===== src/rtl/txring_pkg.sv =====
package txring_pkg;
  localparam int NEV    = 5;
  localparam int ST_UBR = 0;
  localparam int ST_RLE = 1;
  localparam int ST_BEX = 2;
  localparam int ST_UND = 3;
  localparam int ST_CMP = 4;
  localparam int ST_GO  = 5;

  localparam logic [2:0] RA_CTRL  = 3'd0;
  localparam logic [2:0] RA_BASE  = 3'd1;
  localparam logic [2:0] RA_PTR   = 3'd2;
  localparam logic [2:0] RA_STAT  = 3'd3;
  localparam logic [2:0] RA_IEN   = 3'd4;
  localparam logic [2:0] RA_ISTAT = 3'd5;

  localparam int DW_USED = 31;
  localparam int DW_WRAP = 30;
  localparam int DW_EOF  = 15;

  typedef enum logic [3:0] {
    W_IDLE, W_RD0, W_WT0, W_RD1, W_WT1, W_DREQ, W_DWT, W_SEND, W_WB
  } wstate_t;
endpackage


===== src/rtl/txring_regs.sv =====
module txring_regs
  import txring_pkg::*;
#(
  parameter int AW = 32
) (
  input  logic           clk,
  input  logic           rst_n,
  input  logic           reg_wr,
  input  logic           reg_rd,
  input  logic [2:0]     reg_addr,
  input  logic [31:0]    reg_wdata,
  output logic [31:0]    reg_rdata,
  input  logic           go,
  input  logic [AW-1:0]  ptr,
  input  logic [NEV-1:0] ev,
  output logic           start,
  output logic           base_wr,
  output logic [AW-1:0]  base_din,
  output logic [AW-1:0]  base_q,
  output logic           irq
);
  logic [NEV-1:0] sts, ien, ist;
  logic           sts_w1c, ist_rd;

  always_comb begin
    start    = reg_wr && (reg_addr == RA_CTRL) && reg_wdata[0] && !go;
    base_wr  = reg_wr && (reg_addr == RA_BASE);
    base_din = AW'(reg_wdata) & ~AW'(7);
    sts_w1c  = reg_wr && (reg_addr == RA_STAT);
    ist_rd   = reg_rd && (reg_addr == RA_ISTAT);
    irq      = |(ist & ien);
    case (reg_addr)
      RA_PTR:   reg_rdata = 32'(ptr);
      RA_STAT:  reg_rdata = 32'({go, sts});
      RA_IEN:   reg_rdata = 32'(ien);
      RA_ISTAT: reg_rdata = 32'(ist);
      default:  reg_rdata = '0;
    endcase
  end

  always_ff @(posedge clk or negedge rst_n) begin
    if (!rst_n) begin
      base_q <= '0;
      sts    <= '0;
      ien    <= '0;
      ist    <= '0;
    end else begin
      if (base_wr && !go) base_q <= base_din;
      if (reg_wr && reg_addr == RA_IEN) ien <= reg_wdata[NEV-1:0];
      sts <= (sts & ~(sts_w1c ? reg_wdata[NEV-1:0] : '0)) | ev;
      ist <= (ist_rd ? '0 : ist) | ev;
    end
  end

  // a base write during an active walk leaves the base untouched
  assert_base_frozen_R10: assert property (@(posedge clk) disable iff (!rst_n)
    base_wr && go |=> $stable(base_q));
  // reading pending interrupts with no new event drops the request
  assert_irq_clear_R12: assert property (@(posedge clk) disable iff (!rst_n)
    ist_rd && (ev == '0) |=> !irq);
endmodule


===== src/rtl/txring_walk.sv =====
module txring_walk
  import txring_pkg::*;
#(
  parameter int AW = 32,
  parameter int LW = 11
) (
  input  logic          clk,
  input  logic          rst_n,
  input  logic          start,
  input  logic          base_wr,
  input  logic [AW-1:0] base_din,
  input  logic [AW-1:0] base_q,
  input  logic          err_rle,
  input  logic          err_und,
  output logic          mreq_valid,
  input  logic          mreq_ready,
  output logic          mreq_we,
  output logic [AW-1:0] mreq_addr,
  output logic [31:0]   mreq_wdata,
  input  logic          mrsp_valid,
  input  logic [31:0]   mrsp_data,
  output logic          tx_valid,
  input  logic          tx_ready,
  output logic [7:0]    tx_data,
  output logic          tx_last,
  output logic          busy,
  output logic [AW-1:0] ptr,
  output logic          ev_ubr,
  output logic          ev_bex,
  output logic          ev_cmp
);
  localparam logic [AW-1:0] STEP = AW'(8);
  localparam logic [AW-1:0] W1OFS = AW'(4);

  wstate_t       st;
  logic [AW-1:0] buf_addr;
  logic [31:0]   w1, dword;
  logic [LW-1:0] sent, len;
  logic          midframe, abort_pend;
  logic          is_req, abort_now, last_byte, mhs, hs, err_any;

  always_comb begin
    err_any    = err_rle || err_und;
    len        = w1[LW-1:0];
    is_req     = (st == W_RD0) || (st == W_RD1) || (st == W_DREQ) || (st == W_WB);
    abort_now  = abort_pend && (is_req || st == W_SEND);
    busy       = (st != W_IDLE);
    mreq_valid = is_req && !abort_now;
    mreq_we    = (st == W_WB);
    case (st)
      W_RD1, W_WB: mreq_addr = ptr + W1OFS;
      W_DREQ:      mreq_addr = buf_addr + AW'({sent[LW-1:2], 2'b00});
      default:     mreq_addr = ptr;
    endcase
    mreq_wdata = w1 | (32'h1 << DW_USED);
    tx_valid   = (st == W_SEND) && !abort_now;
    tx_data    = dword[{sent[1:0], 3'b000} +: 8];
    last_byte  = (sent + LW'(1)) == len;
    tx_last    = w1[DW_EOF] && last_byte;
    mhs        = mreq_valid && mreq_ready;
    hs         = tx_valid && tx_ready;
    ev_ubr     = (st == W_WT1) && mrsp_valid && mrsp_data[DW_USED] && !midframe;
    ev_bex     = (st == W_WT1) && mrsp_valid && mrsp_data[DW_USED] && midframe;
    ev_cmp     = (st == W_WB) && mhs && w1[DW_EOF];
  end

  always_ff @(posedge clk or negedge rst_n) begin
    if (!rst_n) begin
      st         <= W_IDLE;
      ptr        <= '0;
      buf_addr   <= '0;
      w1         <= '0;
      dword      <= '0;
      sent       <= '0;
      midframe   <= 1'b0;
      abort_pend <= 1'b0;
    end else begin
      if (err_any && busy) abort_pend <= 1'b1;
      if (abort_now) begin
        st         <= W_IDLE;
        ptr        <= base_q;
        abort_pend <= 1'b0;
        midframe   <= 1'b0;
      end else begin
        case (st)
          W_IDLE: begin
            abort_pend <= 1'b0;
            if (err_any) ptr <= base_q;
            else if (base_wr) ptr <= base_din;
            if (start) begin
              st       <= W_RD0;
              midframe <= 1'b0;
            end
          end
          W_RD0: if (mhs) st <= W_WT0;
          W_WT0: if (mrsp_valid) begin
            buf_addr <= AW'(mrsp_data);
            st       <= W_RD1;
          end
          W_RD1: if (mhs) st <= W_WT1;
          W_WT1: if (mrsp_valid) begin
            w1   <= mrsp_data;
            sent <= '0;
            if (mrsp_data[DW_USED]) begin
              st       <= W_IDLE;
              ptr      <= base_q;
              midframe <= 1'b0;
            end else if (mrsp_data[LW-1:0] == '0) st <= W_WB;
            else st <= W_DREQ;
          end
          W_DREQ: if (mhs) st <= W_DWT;
          W_DWT: if (mrsp_valid) begin
            dword <= mrsp_data;
            st    <= W_SEND;
          end
          W_SEND: if (hs) begin
            sent <= sent + LW'(1);
            if (last_byte) st <= W_WB;
            else if (sent[1:0] == 2'd3) st <= W_DREQ;
          end
          W_WB: if (mhs) begin
            ptr      <= w1[DW_WRAP] ? base_q : ptr + STEP;
            midframe <= !w1[DW_EOF];
            st       <= W_RD0;
          end
          default: st <= W_IDLE;
        endcase
      end
    end
  end

  // stream payload holds under back-pressure unless an error aborts
  assert_tx_hold_R3: assert property (@(posedge clk) disable iff (!rst_n)
    tx_valid && !tx_ready && !abort_pend && !err_any
    |=> tx_valid && $stable(tx_data) && $stable(tx_last));
  // memory request holds until accepted unless an error aborts
  assert_mreq_hold_R3: assert property (@(posedge clk) disable iff (!rst_n)
    mreq_valid && !mreq_ready && !abort_pend && !err_any
    |=> mreq_valid && $stable(mreq_addr) && $stable(mreq_we));
  // every write toward memory returns ownership to software
  assert_wb_used_R4: assert property (@(posedge clk) disable iff (!rst_n)
    mreq_valid && mreq_we |-> mreq_wdata[DW_USED]);
  // a used descriptor at frame start stops the walk at the base
  assert_ubr_rewind_R6: assert property (@(posedge clk) disable iff (!rst_n)
    ev_ubr |=> !busy && (ptr == base_q));
  // an error stops the stream within two cycles
  assert_err_stop_R8: assert property (@(posedge clk) disable iff (!rst_n)
    err_any && tx_valid |=> ##1 !tx_valid);
  // nothing moves while idle
  assert_idle_quiet_R9: assert property (@(posedge clk) disable iff (!rst_n)
    !busy |-> !tx_valid && !mreq_valid);
endmodule


===== src/rtl/tx_desc_ring.sv =====
module tx_desc_ring
  import txring_pkg::*;
#(
  parameter int AW = 32,
  parameter int LW = 11
) (
  input  logic          clk,
  input  logic          rst_n,
  input  logic          reg_wr,
  input  logic          reg_rd,
  input  logic [2:0]    reg_addr,
  input  logic [31:0]   reg_wdata,
  output logic [31:0]   reg_rdata,
  output logic          irq,
  output logic          mem_req_valid,
  input  logic          mem_req_ready,
  output logic          mem_req_we,
  output logic [AW-1:0] mem_req_addr,
  output logic [31:0]   mem_req_wdata,
  input  logic          mem_rsp_valid,
  input  logic [31:0]   mem_rsp_data,
  output logic          tx_valid,
  input  logic          tx_ready,
  output logic [7:0]    tx_data,
  output logic          tx_last,
  input  logic          err_retry_limit,
  input  logic          err_underrun
);
  logic           start, base_wr, busy, ev_ubr, ev_bex, ev_cmp;
  logic [AW-1:0]  base_din, base_q, ptr;
  logic [NEV-1:0] ev;

  always_comb begin
    ev         = '0;
    ev[ST_UBR] = ev_ubr;
    ev[ST_RLE] = err_retry_limit;
    ev[ST_BEX] = ev_bex;
    ev[ST_UND] = err_underrun;
    ev[ST_CMP] = ev_cmp;
  end

  txring_regs #(.AW(AW)) u_regs (
    .clk(clk), .rst_n(rst_n), .reg_wr(reg_wr), .reg_rd(reg_rd),
    .reg_addr(reg_addr), .reg_wdata(reg_wdata), .reg_rdata(reg_rdata),
    .go(busy), .ptr(ptr), .ev(ev), .start(start), .base_wr(base_wr),
    .base_din(base_din), .base_q(base_q), .irq(irq)
  );

  txring_walk #(.AW(AW), .LW(LW)) u_walk (
    .clk(clk), .rst_n(rst_n), .start(start), .base_wr(base_wr),
    .base_din(base_din), .base_q(base_q),
    .err_rle(err_retry_limit), .err_und(err_underrun),
    .mreq_valid(mem_req_valid), .mreq_ready(mem_req_ready),
    .mreq_we(mem_req_we), .mreq_addr(mem_req_addr), .mreq_wdata(mem_req_wdata),
    .mrsp_valid(mem_rsp_valid), .mrsp_data(mem_rsp_data),
    .tx_valid(tx_valid), .tx_ready(tx_ready), .tx_data(tx_data), .tx_last(tx_last),
    .busy(busy), .ptr(ptr), .ev_ubr(ev_ubr), .ev_bex(ev_bex), .ev_cmp(ev_cmp)
  );
endmodule


===== config.mk =====
export PLATFORM = sky130hd
export DESIGN_NAME = tx_desc_ring
export DESIGN_NICKNAME = d
export VERILOG_FILES = /design/src/rtl/txring_pkg.sv /design/src/rtl/txring_regs.sv /design/src/rtl/txring_walk.sv /design/src/rtl/tx_desc_ring.sv
export SDC_FILE = /design/constraint.sdc
export NUM_CORES = 1
export LEC_CHECK = 0
export BUFFER_PORTS_ARGS = -buffer_cell sky130_fd_sc_hd__buf_2
export CAP_MARGIN = 40
export CORE_UTILIZATION = 30
export CTS_BUF_LIST = sky130_fd_sc_hd__clkbuf_16
export DETAILED_ROUTE_END_ITERATION = 16
export MAX_ROUTING_LAYER = met4
export SLEW_MARGIN = 20
export SYNTH_ARGS = -nofsm -noshare
export SYNTH_HDL_FRONTEND = slang
export SYNTH_SLANG_ARGS = --single-unit

===== constraint.sdc =====
create_clock -name clk -period 2.42 [get_ports clk]
set_input_delay 0.242 -clock clk [delete_from_list [all_inputs] [get_ports clk]]
set_output_delay 0.242 -clock clk [all_outputs]
set_load 0.02 [all_outputs]

==> results.cfg <==
[outcome]
status = finished with violations
violations = negative setup slack

[power_and_ir_drop]
power.leakage_uw = 0.00651
ir_drop_mv = 0.644
powerDensity_nw_per_um2 = 1210
power.switching_uw = 7320
pwr-share-seq_pct = 32.1
p_int_uw = 9830
combPwrFrac_pct = 51.6
switching_share_pct = 42.7
clkPwrFrac_pct = 16.3

[clocking]
cts_sinks = 185
path_clk_slew_ps = 80
clock_latency_ps = 460
ctsRootBufferMaster = clkbuf_16
cts_tree = done
numCtsBuffers = 17
cts_htree_levels = 4
cts.path.max_buffers = 2

[placed_design]
dp_hpwl_um = 26200
place.gp.congestion = 0.895
dpl_worst_slack_ps = -244
placed_area_um2 = 12800
io_buffer_count = 183
placedCellCount = 1789

[worst_setup_path]
path_class = reg -> out
cp.required_ps = 2180
cp.arrival_ps = 2820
worstSetupStartpointType = register
crit_slowest_cell = dfrtp_1
end_kind = primary output
cp_max_fo = 2
crit_family = simple AND/OR/NAND/NOR gates
cp_cell_sequence = ha_4, inv_2, fa_2, nor2b_4, o2111ai_2, nand3_1, a21oi_2, or3b_4, xnor2_1, mux2_4, buf_6
crit_buf_inv = 2
cpPeakStageDelay_ps = 400

[timing]
slew_headroom_pct = 53.0
hold_viol = 0
finalCriticalPeriod_ps = 3060
final_max_slew_viol_count = 0
skew_ps = 21.9
worst_slack_ps = -637
tns_ps = -13100
setup_viol = 28
worst_pin_slew_ps = 702
rsz0062_at_grt = true
fin_crit_sh_pct = 126
fmax_ghz = 0.327

[synthesis]
yosys.area.top_type = dfrtp_1
yosys_warnings = 0
synth-seq-area-share_pct = 44.0
ys_top_cells_by_count = nand2_1 (197), dfrtp_1 (185), mux2_2 (99)
syn_nets = 1192
synth_ff_type = dfrtp_1
syn_inst = 1104
async_flop_share_pct = 100
yosys.cell_count.top_type = nand2_1
synth-edff-count = 0
ys_ff_latch = 185
netlist_area_um2 = 10500
synth_top_area_share_pct = 44.0
synth.distinct_cells = 78
synth_area_per_cell_um2 = 9.53
yosys-top-cells-area = dfrtp_1 (44%), mux2_2 (11%), nand2_1 (7.0%), o21ai_0 (4.0%), xnor2_1 (2.7%)

[routing]
drc = 0
firstDrtPassIters = 6
via_count = 9549
first_iter_violations = 713
routed_wirelength_um = 35500
drtAntennaViolNets = 0
vias_per_cell = 5.20
wl_per_cell_um = 19.4

[global_routing]
grt_max_degree = 78
grt_first_pass_wirelength_um = 54800
overflow = 0
grt_antenna_before_repair = 0
grt_pass1_vias = 9314
track_usage_pct = 20.6

[final_layout]
nNetsFinal = 1456
area_growth_pct = 34.1
antenna_cells = 0
drive_gt1_share_pct = 39.7
final_cells = 1836
finalInstanceArea_um2 = 14100

[flow_run]
drv_cap = 0

[die]
die_area_um2 = 35800
placement_rows = 68
die_height_um = 189
start_util_pct = 30.5
core-area_um2 = 34500
ios = 185
die_x_um = 189

[min_path]
min_path_type = in -> reg
state kept, by name, indices dropped and copies added (netlist names):
| name | count |
|---|---|
| u_walk.w1 | 31 |
| u_regs.base_q | 29 |
| u_walk.buf_addr | 32 |
| u_walk.st | 4 |
| u_walk.abort_pend | 1 |
| u_walk.sent | 11 |
| u_regs.ist | 5 |
| u_regs.sts | 5 |
| u_regs.ien | 5 |
| u_walk.dword | 32 |
| u_walk.midframe | 1 |
| u_walk.ptr | 29 |
area by class of cell:
type | instances | area, µm²
fill | 3452 | 20400
multi-input combinational | 835 | 6050
sequential | 185 | 4630
timing repair buffer | 314 | 2230
tap | 455 | 569
clock buffer | 17 | 425
clock inverter | 15 | 154
inverter | 15 | 56.3
cell usage in the layout (no fill, tap or decap), types with 7 or more instances in the layout:
master and instances:
and3_1 20, a22oi_1 11, mux4_2 8, o21ai_0 55
nand2_1 195, xnor2_1 25, nand3_2 8, nor2_1 58
a221oi_1 15, buf_4 119, and2_1 29, a222oi_1 8
o21ai_2 17, a21oi_1 29, nand4_1 7, mux2_2 98
nand3_1 23, a22o_1 13, ha_1 7, xor2_1 21
buf_6 27, inv_1 14, o31ai_1 7, dfrtp_1 184
buf_2 153, clkbuf_16 17, o21ai_1 15, buf_12 11
nor2b_1 10, nor3_1 16
worst register-to-register path: cells and delay by family (launching register included):
family,cells,cell delay (ps)
mux,1,310
fa+ha+maj,1,180
flops,1,420
compound gates,1,460
simple gates,4,750
xor+xnor,1,170
timing repair:
action	in CTS	in global routing
resized for setup	110	47
endpoints found under the setup margin	31	33
buffers inserted	18	12
hold endpoints to repair	40	0
gates cloned	1	1
hold buffers	2	0
pin swaps	45	43
stage by stage:
step	hold WS (ps)	total power, µW	utilization, %
4_1_cts	5.90	16900	40.0
3_5_place_dp	205	13500	37.0
5_1_grt	21.8	18300	40.9
2_1_floorplan	-53.6	10200	-
3_3_place_gp	208	13400	37.0
6_report	20.1	17100	40.9
metal layers:
layer	vias up	GRT usage (%)	wire [µm]
li1	4460	-	-
met1	4736	27.6	16200
met2	306	31.2	16600
met3	47	3.45	1740
met4	0	7.54	949
met5	-	-	0
cell families (layout without fill, tap and decap cells):
family	Yosys count	after routing	synth area share [%]
AND/OR/NAND/NOR	422	422	18.9
flip-flops	185	185	44.0
adder cells (fa/ha/maj)	12	12	1.50
AO/OA/AOI/OAI	233	233	14.8
multiplexers	111	111	12.8
XOR/XNOR	56	56	4.73
other	1	1	0.0356
buffers and inverters	84	361	3.21
path summary, 6_finish.rpt:
| path | startpoint | end | slack [ps] | depth (start not counted) |
|---|---|---|---|---|
| worst max-delay path | u_walk.sent[2]$_DFFE_PN0P_ | mem_req_addr[30] | -640 | 11 |
| max in group asynchronous | rst_n | u_walk.dword[0]$_DFFE_PN0P_ | 1370 | 3 |
| min in group asynchronous | rst_n | u_walk.ptr[20]$_DFFE_PN0P_ | 280 | 2 |
| worst min register to register | u_walk.w1[20]$_DFFE_PN0P_ | u_walk.w1[20]$_DFFE_PN0P_ | 470 | 2 |
| worst min-delay path | mem_rsp_data[20] | u_walk.w1[20]$_DFFE_PN0P_ | 20 | 3 |
| worst max register to register | u_walk.sent[0]$_DFFE_PN0P_ | u_walk.st[0]$_DFFE_PN0P_ | 30 | 8 |
power by group through the flow:
stage | Sequential, µW | Clock (µW) | Combinational, µW
finish | 5510 | 2800 | 8840
global route | 5670 | 3000 | 9590
CTS | 5470 | 2880 | 8520
detailed placement | 5490 | 0 | 8030
global placement | 5440 | 0 | 7950
floorplan | 5550 | 0 | 4680
Note: power is estimated with default switching activity, not from simulation.
